$ cat src/rtl/hdlc_mon_pkg.sv
package hdlc_mon_pkg;
  localparam int          REG_W     = 8;
  localparam int          PAT_W     = 8;
  localparam logic [7:0]  FLAG_PAT  = 8'h7E;
  localparam int          FLAG_ONES = 6;
  localparam int          N_EVT     = 2;
  localparam int          IDLE_BIT  = 0;
  localparam int          FLAG_BIT  = 1;
endpackage

$ cat src/rtl/hdlc_ones_run.sv
module hdlc_ones_run #(
  parameter int IDLE_RUN = 15,
  parameter int CNT_W    = $clog2(IDLE_RUN + 1)
) (
  input  logic             clk,
  input  logic             rst_n,
  input  logic             bit_en,
  input  logic             rxd,
  output logic [CNT_W-1:0] ones_cnt,
  output logic             idle_st,
  output logic             idle_rise
);
  localparam logic [CNT_W-1:0] RUN_MAX = CNT_W'(IDLE_RUN);

  logic [CNT_W-1:0] cnt_q, cnt_d;
  logic             idle_q, idle_d;

  always_comb begin
    cnt_d = cnt_q;
    if (bit_en) begin
      if (!rxd)                cnt_d = '0;
      else if (cnt_q != RUN_MAX) cnt_d = cnt_q + 1'b1;
    end
    idle_d    = (cnt_d == RUN_MAX);
    idle_rise = idle_d & ~idle_q;
  end

  always_ff @(posedge clk or negedge rst_n) begin
    if (!rst_n) begin
      cnt_q  <= '0;
      idle_q <= 1'b0;
    end else if (bit_en) begin
      cnt_q  <= cnt_d;
      idle_q <= idle_d;
    end
  end

  assign ones_cnt = cnt_q;
  assign idle_st  = idle_q;

  AST_IDLE_DROP_ON_ZERO: assert property (@(posedge clk) disable iff (!rst_n)
    (bit_en && !rxd) |=> !idle_q);
  AST_RUN_HOLD_NO_STROBE: assert property (@(posedge clk) disable iff (!rst_n)
    !bit_en |=> ($stable(cnt_q) && $stable(idle_q)));
endmodule

$ cat src/rtl/hdlc_flag_track.sv
module hdlc_flag_track
  import hdlc_mon_pkg::*;
#(
  parameter int CNT_W = 4
) (
  input  logic             clk,
  input  logic             rst_n,
  input  logic             bit_en,
  input  logic             rxd,
  input  logic [CNT_W-1:0] ones_cnt,
  output logic             flag_st,
  output logic             flag_chg
);
  localparam logic [CNT_W-1:0] ONES_LIM = CNT_W'(FLAG_ONES);

  logic [PAT_W-2:0] hist_q, hist_d;
  logic [PAT_W-1:0] window;
  logic             match;
  logic             flag_q, flag_d;

  always_comb begin
    window = {rxd, hist_q};
    match  = (window == FLAG_PAT);
    hist_d = hist_q;
    flag_d = flag_q;
    if (bit_en) begin
      hist_d = window[PAT_W-1:1];
      if (match)                            flag_d = 1'b1;
      else if (!rxd)                        flag_d = 1'b0;
      else if (ones_cnt >= ONES_LIM)        flag_d = 1'b0;
    end
    flag_chg = bit_en & (flag_d ^ flag_q);
  end

  always_ff @(posedge clk or negedge rst_n) begin
    if (!rst_n) begin
      hist_q <= '0;
      flag_q <= 1'b0;
    end else if (bit_en) begin
      hist_q <= hist_d;
      flag_q <= flag_d;
    end
  end

  assign flag_st = flag_q;

  AST_MATCH_AFTER_SIX_ONES: assert property (@(posedge clk) disable iff (!rst_n)
    (bit_en && match) |-> (ones_cnt == ONES_LIM));
  AST_FLAG_DROP_LONG_RUN: assert property (@(posedge clk) disable iff (!rst_n)
    (bit_en && rxd && ones_cnt >= ONES_LIM) |=> !flag_q);
endmodule

$ cat src/rtl/hdlc_evt_sticky.sv
module hdlc_evt_sticky #(
  parameter int N_EVT = 2
) (
  input  logic             clk,
  input  logic             rst_n,
  input  logic [N_EVT-1:0] set_vec,
  input  logic             clr_we,
  input  logic [N_EVT-1:0] clr_mask,
  output logic [N_EVT-1:0] evt_q
);
  logic [N_EVT-1:0] evt_d;

  for (genvar i = 0; i < N_EVT; i++) begin : g_evt
    always_comb begin
      evt_d[i] = set_vec[i] | (evt_q[i] & ~(clr_we & clr_mask[i]));
    end

    always_ff @(posedge clk or negedge rst_n) begin
      if (!rst_n) evt_q[i] <= 1'b0;
      else        evt_q[i] <= evt_d[i];
    end
  end

  AST_SET_BEATS_CLEAR: assert property (@(posedge clk) disable iff (!rst_n)
    (|set_vec) |=> ((evt_q & $past(set_vec)) == $past(set_vec)));
  AST_HOLD_WITHOUT_CLEAR: assert property (@(posedge clk) disable iff (!rst_n)
    !clr_we |=> ((evt_q & $past(evt_q)) == $past(evt_q)));
endmodule

$ cat src/rtl/hdlc_rx_line_mon.sv
module hdlc_rx_line_mon
  import hdlc_mon_pkg::*;
#(
  parameter int IDLE_RUN = 15
) (
  input  logic             clk,
  input  logic             rst_n,
  input  logic             bit_en,
  input  logic             rxd,
  input  logic             evt_clr_we,
  input  logic [REG_W-1:0] evt_clr_mask,
  output logic [REG_W-1:0] status_rd,
  output logic [REG_W-1:0] event_rd
);
  localparam int CNT_W = $clog2(IDLE_RUN + 1);

  logic [1:0]       rst_pipe;
  logic             rst_sync_n;
  logic [CNT_W-1:0] ones_cnt;
  logic             idle_st, idle_rise;
  logic             flag_st, flag_chg;
  logic [N_EVT-1:0] set_vec;
  logic [N_EVT-1:0] evt_q;
  logic             unused_mask_hi;

  always_ff @(posedge clk or negedge rst_n) begin
    if (!rst_n) rst_pipe <= 2'b00;
    else        rst_pipe <= {rst_pipe[0], 1'b1};
  end
  assign rst_sync_n = rst_pipe[1];

  hdlc_ones_run #(.IDLE_RUN(IDLE_RUN), .CNT_W(CNT_W)) u_run (
    .clk(clk), .rst_n(rst_sync_n), .bit_en(bit_en), .rxd(rxd),
    .ones_cnt(ones_cnt), .idle_st(idle_st), .idle_rise(idle_rise)
  );

  hdlc_flag_track #(.CNT_W(CNT_W)) u_flag (
    .clk(clk), .rst_n(rst_sync_n), .bit_en(bit_en), .rxd(rxd),
    .ones_cnt(ones_cnt), .flag_st(flag_st), .flag_chg(flag_chg)
  );

  always_comb begin
    set_vec           = '0;
    set_vec[IDLE_BIT] = idle_rise;
    set_vec[FLAG_BIT] = flag_chg;
  end

  hdlc_evt_sticky #(.N_EVT(N_EVT)) u_evt (
    .clk(clk), .rst_n(rst_sync_n), .set_vec(set_vec),
    .clr_we(evt_clr_we), .clr_mask(evt_clr_mask[N_EVT-1:0]), .evt_q(evt_q)
  );

  assign unused_mask_hi = ^evt_clr_mask[REG_W-1:N_EVT];

  always_comb begin
    status_rd           = '0;
    status_rd[IDLE_BIT] = idle_st;
    status_rd[FLAG_BIT] = flag_st;
    event_rd                = '0;
    event_rd[N_EVT-1:0]     = evt_q;
  end

  AST_FLAG_EVT_ON_RISE: assert property (@(posedge clk) disable iff (!rst_sync_n)
    $rose(status_rd[FLAG_BIT]) |-> event_rd[FLAG_BIT]);
  AST_IDLE_EVT_ON_RISE: assert property (@(posedge clk) disable iff (!rst_sync_n)
    $rose(status_rd[IDLE_BIT]) |-> event_rd[IDLE_BIT]);
  AST_UPPER_BITS_ZERO: assert property (@(posedge clk) disable iff (!rst_sync_n)
    (status_rd[REG_W-1:2] == '0) && (event_rd[REG_W-1:2] == '0));
endmodule

$ cat config.mk
export PLATFORM = sky130hd
export DESIGN_NAME = hdlc_rx_line_mon
export DESIGN_NICKNAME = d
export VERILOG_FILES = /design/src/rtl/hdlc_mon_pkg.sv /design/src/rtl/hdlc_ones_run.sv /design/src/rtl/hdlc_flag_track.sv /design/src/rtl/hdlc_evt_sticky.sv /design/src/rtl/hdlc_rx_line_mon.sv
export SDC_FILE = /design/constraint.sdc
export NUM_CORES = 1
export LEC_CHECK = 0
export CAP_MARGIN = 10
export CORE_UTILIZATION = 45
export CTS_CLUSTER_DIAMETER = 150
export DETAILED_ROUTE_END_ITERATION = 12
export GPL_TIMING_DRIVEN = 0
export PLACE_DENSITY = 0.74
export SYNTH_ARGS = -nofsm -noshare
export SYNTH_HDL_FRONTEND = slang
export SYNTH_SLANG_ARGS = --single-unit
$ cat constraint.sdc
create_clock -name clk -period 0.85 [get_ports clk]
set_input_delay 0.255 -clock clk [delete_from_list [all_inputs] [get_ports clk]]
set_output_delay 0.255 -clock clk [all_outputs]
set_load 0.02 [all_outputs]
==> results.yml <==
status:
  status: "complete, but fails checks"
  violations: "negative setup slack"
logic_synthesis:
  ys.warnings.count: 0
  yosysTopAreaCell: "dfrtp_1"
  synth_top_cells_by_area: "dfrtp_1 (44%), buf_4 (12%), mux2_2 (5.9%)"
  ys_ff_latch: 17
  syn_inst: 91
  yosysTopAreaCellShare_pct: 44.33
  synth_cell_type_count: 34
  ys_seq_area_share_pct: 44.33
  syn_area_per_cell_um2: 10.55
  syn_area_um2: 959.7
finish:
  diodes: 0
  final_common_cell: "buf_4"
  syn2layout_area_growth_pct: 45.24
  nFillCells: 135
  layout.nets: 146
  layout_common_cells: "buf_4 (22), dfrtp_1 (16), conb_1 (13)"
  stdcell_area_mm2: 0.001394
  layout-drive-gt1-share_pct: 43.08
setup_path:
  regToRegSetupSlack_ns: -0.69
  critPathCaptureType: "flip-flop"
  cpMaxStageDelayCell: "dfrtp_2"
  crit_family: "flip-flops"
  critPathMaxStageDelay_ns: 0.47
  worst_ep_arrival_time_ns: 1.73
  startpoint_type: "flip-flop"
  worst-path-buf-inv: 0
  critical_path.cell_chain: "ha_4, and3b_4, a221oi_4, and2_1, a32o_1"
  path_class: "flip-flop to flip-flop"
  path_max_fanout: 6
  cp.required_ns: 1.04
power_and_ir_drop:
  pwr-share-comb_pct: 27.2
  seq_power_share_pct: 50.5
  switching_share_pct: 29.45
  p_clk_share_pct: 22.3
  p_per_area_mw_per_mm2: 1410
  power_switching_w: 0.0005788
  internal-power_w: 0.001387
  ir_drop_uv: 1189
  power.leakage_nw: 0.6862
  p_total_w: 0.001966
floorplanning:
  fp.coreArea_mm2: 0.001982
  fp-row-count: 16
  chipHeight_um: 48.18
  io_pins: 29
  die_x_um: 48.18
  dieArea_mm2: 0.002321
  start_util_pct: 48.42
global_routing:
  grt_overflow: 0
  grt_pass1_vias: 716
  antenna_found_initial: 0
  grtUsageTotal_pct: 19.32
  grt_max_degree: 16
  grt_pass1_wl_um: 3022
cts:
  clock-root-buffer: "clkbuf_4"
  clk_latency_ns: 0.29
  clock_sinks: 17
  cts_buffers: 3
  cts_max_path_buffers: 2
  clk_pin_slew_ns: 0.11
  htreeDepth: 1
  cts_tree: "built"
sta:
  hold_viol_final: 0
  finalCriticalPeriod_ns: 1.538
  setup_viol: 15
  slew_headroom_pct: 58.26
  max_clock_freq_mhz: 650.2
  rsz0062_at_grt: "yes"
  drv_slew: 0
  final.period_utilization_pct: 181.0
  skew_ns: 0.009271
  timing.setup.tns_ns: -4.837
  setup_ws_ns: -0.6881
  worstMarginPinSlew_ns: 0.6261
place:
  portBuffers: 10
  gp_congestion: 0.8328
  placed_area_mm2: 0.001184
  dp_hpwl_um: 1245
hold_path:
  hp-class: "input pin to asynchronous set/reset pin"
detailed_routing:
  vias: 758
  routed_wl_um: 2094
  antenna_left: 0
  vias_per_cell: 4.828
  drt_iter0_markers: 7
  drc: 0
  firstDrtPassIters: 4
  wl_per_cell_um: 13.34
flow_run:
  max_cap_viol_count: 0
metrics by stage:
step	utilization (%)	hold WS (ns)	setup slack (ns)	cells
6_report	70.33	0.1189	-0.6881	157
5_1_grt	70.33	0.1230	-0.7059	157
4_1_cts	67.23	0.1132	-0.6669	153
3_5_place_dp	59.72	0.2856	-0.9313	139
3_3_place_gp	59.72	0.2657	-0.8953	139
2_1_floorplan	-	-0.04059	-0.5896	102
sequential cells by signal, indices dropped and copies added, names as in the netlist:
register        count
u_flag.hist_q       7
u_flag.flag_st      1
u_run.ones_cnt      4
u_evt.evt_q         2
rst_pipe            2
u_run.idle_st       1
final timing paths:
kind	start	to	cells after the start
worst max-delay path	u_run.ones_cnt[1]	u_run.idle_st	5
worst min-delay path	rst_n	rst_pipe[1]	1
worst max register to register	u_run.ones_cnt[1]	u_run.idle_st	5
worst min register to register	rst_pipe[1]	u_flag.flag_st	0
max in group asynchronous	rst_pipe[1]	u_run.ones_cnt[1]	0
min in group clk	bit_en	u_run.ones_cnt[3]	3
power groups by stage:
stage	clock, W	combinational (W)	sequential, W
CTS	0.000444	0.000475	0.000991
global route	0.000463	0.000571	0.00100
finish	0.000438	0.000535	0.000993
detailed placement	0	0.000392	0.00101
floorplan	0	0.000314	0.000986
global placement	0	0.000380	0.00100
cells in the mapped netlist (all sizes together):
cell type	number
and3b	1
a32o	1
and2b	1
o21a	1
o21ai	8
nand2b	2
a221oi	1
o31a	1
inv	5
dfrtp	17
and2	1
nand4bb	1
nand3	4
conb	2
ha	2
a21oi	2
nor2	1
and3	1
buf	17
mux2	5
mux2i	1
nor3	1
a32oi	1
a21o	1
nand2	6
and4bb	1
clkbuf	1
a31oi	1
a21boi	1
a22o	2
a31o	1
layout make-up:
| type | instances | area [um2] | area share, % |
|---|---|---|---|
| Multi-Input combinational cell | 62 | 470.5 | 33.75 |
| Inverter | 5 | 21.27 | 1.526 |
| Tap cell | 27 | 33.78 | 2.424 |
| Clock buffer | 4 | 26.28 | 1.885 |
| Sequential cell | 17 | 426.7 | 30.61 |
| Buffer | 18 | 175.2 | 12.57 |
| Timing Repair Buffer | 24 | 240.2 | 17.24 |
layer usage:
layer  vias up  wire, um  GRT usage, %
met5         -         0             0
met4         0        21         10.00
li1        365         -             -
met1       370       943         23.82
met2        21      1078         33.07
met3         2        51         2.222
logic make-up (layout without fill, tap and decap cells):
kind of cell,after synthesis,count (layout),synth area share (%)
adder cells (fa/ha/maj),2,2,2.607
flip-flops,17,17,44.33
buffers and inverters,23,51,15.78
other,2,13,0.7826
AND/OR/NAND/NOR,20,20,13.04
multiplexers,6,6,6.910
AO/OA/AOI/OAI,21,21,16.56
timing repair:
action	in CTS	in global routing
hold buffers	0	0
buffers inserted	9	5
gates resized for setup	30	12
pin swaps	5	4
cloned	1	0
endpoints found under the setup margin	19	18
No activity file was read; power rests on OpenSTA's default activity.
